--- src/rtl/wdt_pkg.sv ---
package wdt_pkg;
  localparam int KEY_W = 8;
  localparam logic [KEY_W-1:0] ARM_KEY = 8'h55;
  localparam logic [KEY_W-1:0] CLR_KEY = 8'hAA;
endpackage

--- src/rtl/wdt_prescaler.sv ---
module wdt_prescaler #(
  parameter int BASE_EXP = 15
) (
  input  logic clk,
  input  logic rst,
  output logic tick_o
);
  logic [BASE_EXP-1:0] pre_q;

  always_ff @(posedge clk) begin
    if (rst) pre_q <= '0;
    else     pre_q <= pre_q + 1'b1;
  end

  // one tick per full wrap of the free-running divider
  assign tick_o = &pre_q;
endmodule

--- src/rtl/wdt_rate_reg.sv ---
module wdt_rate_reg #(
  parameter int RATE_W = 2,
  parameter int WINDOW = 64
) (
  input  logic              clk,
  input  logic              rst,
  input  logic              test_mode_i,
  input  logic              we_i,
  input  logic [RATE_W-1:0] data_i,
  output logic [RATE_W-1:0] rate_o,
  output logic              win_open_o
);
  localparam int WIN_W = $clog2(WINDOW + 1);

  logic [WIN_W-1:0] win_q;
  logic             used_q;
  logic             accept;

  assign win_open_o = (win_q < WIN_W'(WINDOW));
  assign accept     = we_i && (test_mode_i || (win_open_o && !used_q));

  always_ff @(posedge clk) begin
    if (rst) begin
      win_q  <= '0;
      used_q <= 1'b0;
      rate_o <= '0;
    end else begin
      if (win_open_o) win_q <= win_q + 1'b1;
      if (accept) begin
        rate_o <= data_i;
        used_q <= 1'b1;
      end
    end
  end
endmodule

--- src/rtl/wdt_key_seq.sv ---
module wdt_key_seq
  import wdt_pkg::*;
(
  input  logic             clk,
  input  logic             rst,
  input  logic             we_i,
  input  logic [KEY_W-1:0] data_i,
  output logic             clear_o
);
  logic armed_q;

  assign clear_o = we_i && armed_q && (data_i == CLR_KEY);

  always_ff @(posedge clk) begin
    if (rst)                             armed_q <= 1'b0;
    else if (we_i && data_i == ARM_KEY)  armed_q <= 1'b1;
    else if (clear_o)                    armed_q <= 1'b0;
  end
endmodule

--- src/rtl/keyed_watchdog.sv ---
module keyed_watchdog
  import wdt_pkg::*;
#(
  parameter int BASE_EXP  = 15,
  parameter int EXP_STEP  = 2,
  parameter int RATE_W    = 2,
  parameter int WINDOW    = 64,
  parameter int PULSE_LEN = 4
) (
  input  logic              clk,
  input  logic              rst,
  input  logic              cfg_enable_i,
  input  logic              test_mode_i,
  input  logic              svc_we_i,
  input  logic [KEY_W-1:0]  svc_data_i,
  input  logic              rate_we_i,
  input  logic [RATE_W-1:0] rate_data_i,
  output logic [RATE_W-1:0] rate_o,
  input  logic              inhib_we_i,
  input  logic              inhib_data_i,
  output logic              inhib_o,
  output logic              sys_rst_o
);
  localparam int CNT_W = EXP_STEP * ((1 << RATE_W) - 1) + 1;
  localparam int PLS_W = $clog2(PULSE_LEN + 1);

  logic             tick;
  logic             clear;
  logic             win_open;
  logic             en_q;
  logic [CNT_W-1:0] cnt_q;
  logic [CNT_W-1:0] limit;
  logic [PLS_W-1:0] pulse_q;

  wdt_prescaler #(.BASE_EXP(BASE_EXP)) u_pre (
    .clk(clk), .rst(rst), .tick_o(tick)
  );

  wdt_rate_reg #(.RATE_W(RATE_W), .WINDOW(WINDOW)) u_rate (
    .clk(clk), .rst(rst), .test_mode_i(test_mode_i),
    .we_i(rate_we_i), .data_i(rate_data_i),
    .rate_o(rate_o), .win_open_o(win_open)
  );

  wdt_key_seq u_key (
    .clk(clk), .rst(rst), .we_i(svc_we_i), .data_i(svc_data_i), .clear_o(clear)
  );

  assign limit = CNT_W'(1) << (EXP_STEP * int'(rate_o));

  // enable captured only during reset; inhibit defaults on in test mode
  always_ff @(posedge clk) begin
    if (rst) begin
      en_q    <= cfg_enable_i;
      inhib_o <= test_mode_i;
    end else if (inhib_we_i && test_mode_i) begin
      inhib_o <= inhib_data_i;
    end
  end

  always_ff @(posedge clk) begin
    if (rst) begin
      cnt_q     <= '0;
      pulse_q   <= '0;
      sys_rst_o <= 1'b0;
    end else if (pulse_q != '0) begin
      pulse_q   <= pulse_q - 1'b1;
      sys_rst_o <= (pulse_q != PLS_W'(1));
      cnt_q     <= '0;
    end else if (clear) begin
      cnt_q <= '0;
    end else if (tick) begin
      if (cnt_q == limit) begin
        cnt_q <= '0;
        if (en_q && !inhib_o) begin
          pulse_q   <= PLS_W'(PULSE_LEN);
          sys_rst_o <= 1'b1;
        end
      end else begin
        cnt_q <= cnt_q + 1'b1;
      end
    end
  end
endmodule

--- config.mk ---
export PLATFORM = sky130hd
export DESIGN_NAME = keyed_watchdog
export DESIGN_NICKNAME = d
export VERILOG_FILES = /design/src/rtl/wdt_pkg.sv /design/src/rtl/wdt_prescaler.sv /design/src/rtl/wdt_rate_reg.sv /design/src/rtl/wdt_key_seq.sv /design/src/rtl/keyed_watchdog.sv
export SDC_FILE = /design/constraint.sdc
export NUM_CORES = 1
export LEC_CHECK = 0
export ABC_AREA = 0
export CAP_MARGIN = 20
export CORE_AREA = 2 2 65 67
export DETAILED_ROUTE_END_ITERATION = 6
export DIE_AREA = 0 0 67 69
export GPL_TIMING_DRIVEN = 0
export PLACE_DENSITY = 0.69
export RECOVER_POWER = 50
export SKIP_CTS_REPAIR_TIMING = 1
export SYNTH_ARGS = -nofsm -noshare
export SYNTH_HDL_FRONTEND = slang
export SYNTH_SLANG_ARGS = --single-unit
--- constraint.sdc ---
create_clock -name clk -period 4.25 [get_ports clk]
set_input_delay 0.425 -clock clk [delete_from_list [all_inputs] [get_ports clk]]
set_output_delay 0.425 -clock clk [all_outputs]
set_load 0.02 [all_outputs]
### After elaboration in Yosys (flattened, before gate mapping)

Index checks and enable logic that the tools add are counted.

| storage, ports and cells | value |
|---|---|
| output and inout port bits | 4 |
| bits of input ports | 18 |
| register bits | 39 |

| operators by class | value |
|---|---|
| shifts and indexed selects | 1 |
| $lt $le $gt $ge | 1 |
| reductions and logical operators | 19 |
| muxes and demuxes | 15 |
| add/subtract/negate cells | 4 |
| equal/unequal tests | 5 |

Operators by type and width:

| operator | count |
|---|---|
| 15-bit by 1-bit adder with 15-bit output, second input constant | 1 |
| 3-bit 2-to-1 mux | 5 |
| 15-bit AND reduction | 1 |
| 7-bit by 1-bit adder with 7-bit output, second input constant | 2 |
| 2-bit nonzero test | 5 |
| 1-bit 2-to-1 mux | 9 |
| 8-bit by 7-bit equality test with 1-bit output, second input constant | 1 |
| 8-bit equality test, second input constant | 1 |
| 7-bit equality test | 1 |
| 1-bit logical AND | 7 |
| 7-bit < comparator, second input constant | 1 |
| 7-bit 2-to-1 mux | 1 |
| 1-bit by 3-bit << shifter with 7-bit output, first input constant | 1 |
| 4-bit AND reduction | 1 |
| 3-bit by 1-bit != test with 1-bit output, second input constant | 1 |
| 3-bit nonzero test | 1 |
| 3-bit OR reduction | 1 |
| 3-bit by 1-bit subtractor with 3-bit output, second input constant | 1 |
| 1-bit logical NOT | 2 |
| 2-bit by 1-bit != test with 1-bit output, second input constant | 1 |
| 1-bit logical OR | 1 |

### Logic depth before layout (Yosys ltp)

Gate-level depths: netlist of run 1.

| depth | value |
|---|---|
| depth in word-level cells | 7 |
| depth in mapped cells | 6 |

### Hierarchy

Synthesis of run 1 repeated with hierarchy kept, for this count alone.

| second synthesis, totals | value |
|---|---|
| cells, all modules | 196 |
| area total of the unflattened synthesis | 1,845.5 µm² |

Modules (own cells, without submodules):

| module | sequential area each (µm²) | cells an instance | area each (µm²) | instances |
|---|---|---|---|---|
| wdt_prescaler | 300.3 | 75 | 669.4 | 1 |
| keyed_watchdog | 280.3 | 69 | 646.9 | 1 |
| wdt_rate_reg | 200.2 | 43 | 436.7 | 1 |
| wdt_key_seq | 20.0 | 9 | 92.6 | 1 |

### Worst setup path after synthesis of run 1

Ideal clock, no wire load.

| path | value |
|---|---|
| kind | reg2reg |
| start point | register u_pre.pre_q[0] |
| end point | register cnt_q[5] |
| period minus slack after synthesis | 2.075 ns |
| buffers on the path | 1 |
| arrival time | 2.005 ns |
| cell stages (with the launch flop) | 7 |
| setup slack | 2.175 ns |
| library setup time | 0.070 ns |
| data required time | 4.180 ns |
| path through | dfxtp_1 ha_1 nand3_2 or4_4 buf_6 or4_1 a21oi_1 |

| between the ends | value |
|---|---|
| word-level cells in the longest chain between the ends | 1 |

RTL lines:

| what | line | text |
|---|---|---|
| start, declared | wdt_prescaler.sv:8 | `logic [BASE_EXP-1:0] pre_q;` |
| start signal, assigned | wdt_prescaler.sv:12 | `else pre_q <= pre_q + 1'b1;` |
| 15-bit AND reduction | wdt_prescaler.sv:16 | `assign tick_o = &pre_q;` |
| end signal, assigned | keyed_watchdog.sv:80 | `cnt_q <= cnt_q + 1'b1;` |
| end, declared | keyed_watchdog.sv:31 | `logic [CNT_W-1:0] cnt_q;` |

Every way passes these cells.
A chain may end at the register's enable or synchronous reset.

### Worst setup path after layout of run 1

Same ends and word-level chain as after synthesis.

==> results of run 1 <==
## registers in the layout, summed over array words and instances, names as in the netlist
signal and flops:
u_rate.win_q 7, inhib_o 1, pulse_q 3, cnt_q 7, u_rate.used_q 1, sys_rst_o 1
u_pre.pre_q 15, u_key.armed_q 1, en_q 1, u_rate.rate_o 2
## cells in the mapped netlist, types with 3 or more instances
master    instances
nand2_1          16
o211ai_1          3
ha_1              3
and4_1            3
xnor2_1           7
nor2_1           24
nand3_1           5
inv_1             5
or3_1             4
nor4bb_1          3
nand4b_1          3
o21ai_0           5
nor3_1            5
nor4_1            3
clkbuf_1          8
nor2b_1           4
dfxtp_1          37
nand4_1           9
mux2i_1           3
a21oi_1           9
xor2_1            8
## worst max-delay path by stage
stage | from | endpoint | slack, ns
after CTS | u_pre.pre_q[0] | cnt_q[5] | 1.99
after global placement | rst | u_pre.pre_q[11] | 1.97
after floorplan | u_pre.pre_q[0] | cnt_q[5] | 2.17
after global routing | u_pre.pre_q[0] | cnt_q[5] | 1.85
final | u_pre.pre_q[0] | cnt_q[5] | 2.00
after detailed placement | rst | u_pre.pre_q[11] | 1.96
## layer usage
metal / wire length [µm] / share of wire
met1: 1680 / 0.48
met2: 1710 / 0.48
met5: 0 / 0
met4: 44 / 0.012
met3: 101 / 0.029
## kinds of logic (layout without fill, tap and decap cells)
family,count (synthesis),after routing,share of synthesized area
XOR/XNOR,15,15,0.0714
multiplexers,4,4,0.0224
AND/OR/NAND/NOR,95,95,0.301
adder cells (fa/ha/maj),3,3,0.0204
flip-flops,39,39,0.435
buffers and inverters,14,44,0.0327
AO/OA/AOI/OAI,32,32,0.117
## power groups by stage
| stage | logic [mW] | clock network, mW | registers, mW |
|---|---|---|---|
| global route | 0.0573 | 0.288 | 0.386 |
| finish | 0.0524 | 0.266 | 0.385 |
| floorplan | 0.0235 | 0 | 0.395 |
| CTS | 0.0539 | 0.271 | 0.385 |
| global placement | 0.0523 | 0 | 0.393 |
| detailed placement | 0.0537 | 0 | 0.394 |
## area by class of cell
cell class	instances	area share
buffer	9	0.0186
clock buffer	6	0.0373
clock inverter	2	0.00734
inverter	5	0.00847
multi-input combinational	149	0.442
sequential	39	0.361
tap	50	0.0282
timing repair buffer	22	0.0971
## layout by cell type (no fill, tap or decap), types with 2 or more instances in the layout
master           Yosys  layout
xnor2_1              7       7
clkdlybuf4s50_1      0      17
o211ai_1             3       3
o22ai_1              2       2
nor3b_1              2       2
or4_1                2       2
clkbuf_1             8       8
dlygate4sd3_1        0       4
a21oi_1              9       9
o31ai_1              2       2
nand2_1             16      16
o21ai_0              5       5
and4_1               3       3
nor4_1               3       3
clkbuf_8             0       6
xor2_1               8       8
ha_1                 3       3
edfxtp_1             2       2
nor2b_1              4       4
nand4b_1             3       3
dfxtp_1             37      37
a21o_1               2       2
nor4bb_1             3       3
nor2_1              24      24
mux2i_1              3       3
nand4_1              9       9
nand3b_1             2       2
or3_1                4       4
inv_1                5       5
nor3_1               5       5
nand3_1              5       5
## worst max-delay path: stages (launching register included)
cell,delay [ns]
dfxtp_1,0.37
ha_1,0.22
nand3_2,0.21
or4_4,0.58
buf_6,0.15
or4_1,0.50
a21oi_1,0.15
## metrics by stage
stage	setup slack (ns)	util	hold WS [ns]
floorplan	2.17	-	0.425
global placement	1.97	0.540	0.433
finish	2.00	0.566	0.450
CTS	1.99	0.565	0.456
global route	1.85	0.566	0.479
detailed placement	1.96	0.540	0.444
==> metrics.md, run 1 <==
| Metric | Value |
|---|---|
| Crit. End Element | flip-flop |
| Share of cells above drive strength 1 | 0.0819 |
| YS warnings | 0 |
| WHS Endpoint | u_rate.used_q |
| Initial antenna violation count | 0 |
| Met1 Usage GRT | 0.218 |
| Yosys top cell area share | 0.403 |
| Design Area, Final | roughly 0.0022 mm² |
| Register area share after synthesis | 0.435 |
| Logic pwr share | 0.075 |
| Final setup vio count | 0 |
| Vias per Instance | around 5.5 |
| Cell taking the most area after synthesis | dfxtp_1 |
| Share of flip-flops with an asynchronous set or reset | 0 |
| Hold path depth | 2 |
| Slew Limit Headroom | 0.598 |
| Min-delay worst type | reg -> reg |
| WL final | 3.53 mm |
| Post-place instance area | around 0.0021 mm² |
| Mapped Cells | slightly above 200 |
| Final Hold Violating Endpoints | 0 |
| P_sw | between 150 and 200 µW |
| Post-route insts no fill | between 200 and 300 |
| Top_reg_cell synth | dfxtp_1 |
| Final Max Slew Viols | 0 |
| Die area | roughly 0.0046 mm² |
| Max_cap viols | 0 |
| Worst-margin pin slew | between 0.5 and 0.6 ns |
| Largest net degree at the start of global routing | 14 |
| First-pass GRT wire length | approximately 6.2 mm |
| Multi-input combinational cell area | about 1000 µm² |
| Synthesized area | around 0.0018 mm² |
| Starting DRC count in detailed routing | 110 |
| Yosys cell types | 49 |
| GP Congestion | 0.784 |
| DP HPWL | about 2.6 mm |
| Overall Power | between 700 and 800 µW |
| Avg WL per Cell | 12.5 µm |
| WS Path Type | reg -> reg |
| Vias | roughly 1.6k |
| # port buffers | 21 |
| Post-synth EDFFs | 2 |
| Iteration count of the initial detailed-routing pass | 4 |
| Period utilisation layout | 0.530 |
| Largest cells by area after synthesis | dfxtp_1, nor2_1, xor2_1 |
| Clk_skew | between 0.004 and 0.005 ns |
| Grt ovf | 0 |
| Switching Fraction | 0.233 |
| CTS buffer count | 5 |
| Peak supply drop | 247 µV |
| RSZ-0062 raised after global routing | no |
| M2 GR Usage | 0.274 |
| Reg2reg start | u_pre.pre_q[0] |
| Clock Tree Buf Depth | 2 |
| Vias in the first global route | ~1.4k |
| Seq pwr share | 0.548 |
| Initial cell density of the core | 0.470 |
| Hold path start | u_rate.used_q |
| Synthesis-stage register bit count | 39 |
| CP max FO | 10 |
| Internal | 539 µW |
| Worst setup SP type | flip-flop |
| Setup tns final | 0 ns |
| Inst Count DP | around 270 |
| Outcome | finished, final reports clean |
| Min Clock Period, post-route | approximately 2.3 ns |
| R2R depth | 6 |
| PwrDens | around 320 mW/mm² |
| Nets | roughly 250 |
| Clk pin slew, worst setup/hold paths | around 0.08 ns |
| Layout area overhead | 20.5% |
| Post-route ant nets | 0 |
| Worst EP required | about 4.5 ns |
| Met3 Track Usage GR | 0.0457 |
| Clock sinks | 39 |
| Setup slack, reg-to-reg | 2.00 ns |
| Pleak | around 0.77 nW |
| Row Count | 23 |
| Gr usage total | 0.170 |
| Drt drc | 0 |
| CTS tree | done |
| Gr busiest metal | met2 |
| Io pins | 22 |
| Clock share of power | 0.378 |
| Sequential Area | ~800 µm² |
| # fillers | roughly 360 |
| Worst skew pair latency | approximately 0.29 ns |
| Max Freq | between 0.4 and 0.5 GHz |
| RR Endpoint | cnt_q[5] |
| Die Y | a little under 70 µm |
| Synth Area per Inst | approximately 9.1 µm² |
| Crit path DAT | 2.47 ns |
| CTS root buf | clkbuf_8 |
| CTS H-Tree Depth | 2 |
| Horiz. Die Dim | between 60 and 70 µm |
| Core area | between 0.003 and 0.004 mm² |
| Antenna diodes | 0 |
| Syn Nets | between 200 and 250 |
Note: power is estimated with default switching activity, not from simulation.
==> run 2: changes to the inputs <==
==> constraint.sdc (replaced) <==
create_clock -name clk -period 2.28 [get_ports clk]
set_input_delay 0.228 -clock clk [delete_from_list [all_inputs] [get_ports clk]]
set_output_delay 0.228 -clock clk [all_outputs]
set_load 0.02 [all_outputs]
==> metrics.md, run 2 (synthesized netlist as in run 1, its figures left out) <==
| Metric | Value |
|---|---|
| Antenna diodes | 0 |
| Min-delay worst type | reg -> reg |
| Outcome | finished, final reports clean |
| Period utilisation layout | 0.943 |
| Post-route ant nets | 0 |
| Crit path largest cell delay | 0.56 ns |
| Min Clock Period, post-route | roughly 2.1 ns |
| Max reg flops | 15 |
| WL final | between 3 and 4 mm |
| Final Max Slew Viols | 0 |
| Share of cells above drive strength 1 | 0.0905 |
| Final setup vio count | 0 |
| Max Freq | around 0.47 GHz |
| CTS buffer count | 5 |
| Most frequent cells in the layout | dfxtp_1, nor2_1, clkdlybuf4s50_1 |
| Crit path launch | u_pre.pre_q[1] |
| Largest Register | u_pre.pre_q |
| Seq pwr share | 0.547 |
| # fillers | 352 |
| Design Area, Final | between 0.002 and 0.0025 mm² |
| Pleak | roughly 0.77 nW |
| Worst setup SP type | flip-flop |
| Worst skew pair latency | 0.29 ns |
| RR Endpoint | cnt_q[5] |
| Vias per Instance | between 5 and 6 |
| Die area | 0.00462 mm² |
| Slew Limit Headroom | 0.592 |
| Finished Core Util | 0.569 |
| Clk pin slew, worst setup/hold paths | about 0.08 ns |
| Initial cell density of the core | 0.470 |
| Clock share of power | 0.378 |
| Avg WL per Cell | approximately 12 µm |
| Starting DRC count in detailed routing | 122 |
| Crit-path slowest cell | or4_4 |
| CP max FO | 10 |
| Grt ovf | 0 |
| Gr usage total | 0.170 |
| Vias in the first global route | around 1.4k |
| Clock sinks | 39 |
| Iteration count of the initial detailed-routing pass | 4 |
| Internal | 1.01 mW |
| Worst-margin pin slew | between 0.6 and 0.7 ns |
| CP cell instances | ha_2, nand3_4, or4_4, buf_6, or4_1, a21oi_1 |
| RSZ-0062 raised after global routing | no |
| Clock Tree Buf Depth | 2 |
| DP HPWL | roughly 2.6 mm |
| First-pass GRT wire length | slightly above 6 mm |
| Setup tns final | 0 ns |
| Io pins | 22 |
| R2R depth | 6 |
| Final Hold Violating Endpoints | 0 |
| Clk_skew | 0.00575 ns |
| CTS root buf | clkbuf_8 |
| Horiz. Die Dim | approximately 67 µm |
| Largest net degree at the start of global routing | 14 |
| Crit path DAT | between 2 and 2.5 ns |
| Max_cap viols | 0 |
| Row Count | 23 |
| Core area | 0.00391 mm² |
| GP Congestion | between 0.7 and 0.8 |
| Post-place instance area | roughly 0.0021 mm² |
| Layout area overhead | 21.1% |
| WS Path Type | reg -> reg |
| Switching Fraction | 0.234 |
| Drt drc | 0 |
| Die Y | between 60 and 70 µm |
| Initial antenna violation count | 0 |
| Peak supply drop | 461 µV |
| Reg2reg start | u_pre.pre_q[1] |
| PwrDens | 589 mW/mm² |
| Commonest non-fill, non-tap cell in the layout | dfxtp_1 |
| CTS H-Tree Depth | 2 |
| Crit. End Element | flip-flop |
| # port buffers | 21 |
| Nets | approximately 250 |
| Regs by FF count | u_pre.pre_q x15, cnt_q x7, u_rate.win_q x7 |
| CTS tree | done |
| Setup slack, reg-to-reg | 0.13 ns |
| Logic pwr share | 0.075 |
| P_sw | approximately 310 µW |
| End point of the critical path | cnt_q[5] |
| Vias | ~1.6k |
| Worst EP required | between 2 and 3 ns |
## run 2: worst min-delay path by stage
stage	start	endpoint	slack, ns	cells after the start
after CTS	u_rate.used_q	u_rate.used_q	0.46	2
after global placement	u_rate.used_q	u_rate.used_q	0.43	2
after floorplan	svc_data_i[1]	u_key.armed_q	0.32	1
after global routing	u_pre.pre_q[0]	u_pre.pre_q[0]	0.45	1
final	u_pre.pre_q[0]	u_pre.pre_q[0]	0.43	1
after detailed placement	u_rate.used_q	u_rate.used_q	0.44	2
## run 2: per-stage QoR
stage          cells  hold WS, ns  setup WS (ns)  power [mW]
2_1_floorplan    202        0.325          0.205       0.780
3_3_place_gp     273        0.433         0.0749       0.830
3_5_place_dp     273        0.444         0.0450       0.834
4_1_cts          281        0.456         0.0180        1.32
5_1_grt          282        0.449         0.0131        1.37
6_report         282        0.434          0.131        1.31
## run 2: worst max-delay path: cells and delay by family (launching register included)
kind                     cells  cell delay (ns)
buffers and inverters        1             0.15
AND/OR/NAND/NOR              3             1.21
adder cells (fa/ha/maj)      1             0.23
AO/OA/AOI/OAI                1             0.15
flip-flops                   1             0.35
## run 2: final cells by class
class | count | area, µm² | area share
multi-input cells | 149 | 988 | 0.444
flip-flops and latches | 39 | 802 | 0.360
repair buffers | 22 | 215 | 0.0966
clock buffers | 6 | 82.6 | 0.0371
well taps | 50 | 62.6 | 0.0281
plain buffers | 9 | 41.3 | 0.0185
inverters | 5 | 18.8 | 0.00843
clock inverters | 2 | 16.3 | 0.00730
## run 2: power by group through the flow
stage	clock, mW	combinational, mW	sequential, mW
floorplan	0	0.0438	0.736
global placement	0	0.0974	0.733
detailed placement	0	0.100	0.734
CTS	0.505	0.100	0.718
global route	0.538	0.108	0.721
finish	0.496	0.0984	0.718
## run 2: routing by layer
metal / global-route usage / up-vias / wire [µm]
met2: 0.274 / 19 / 1670
met1: 0.218 / 728 / 1720
met4: 0.0567 / 0 / 44
met3: 0.0457 / 5 / 90
met5: 0 / - / 0
li1: - / 803 / -
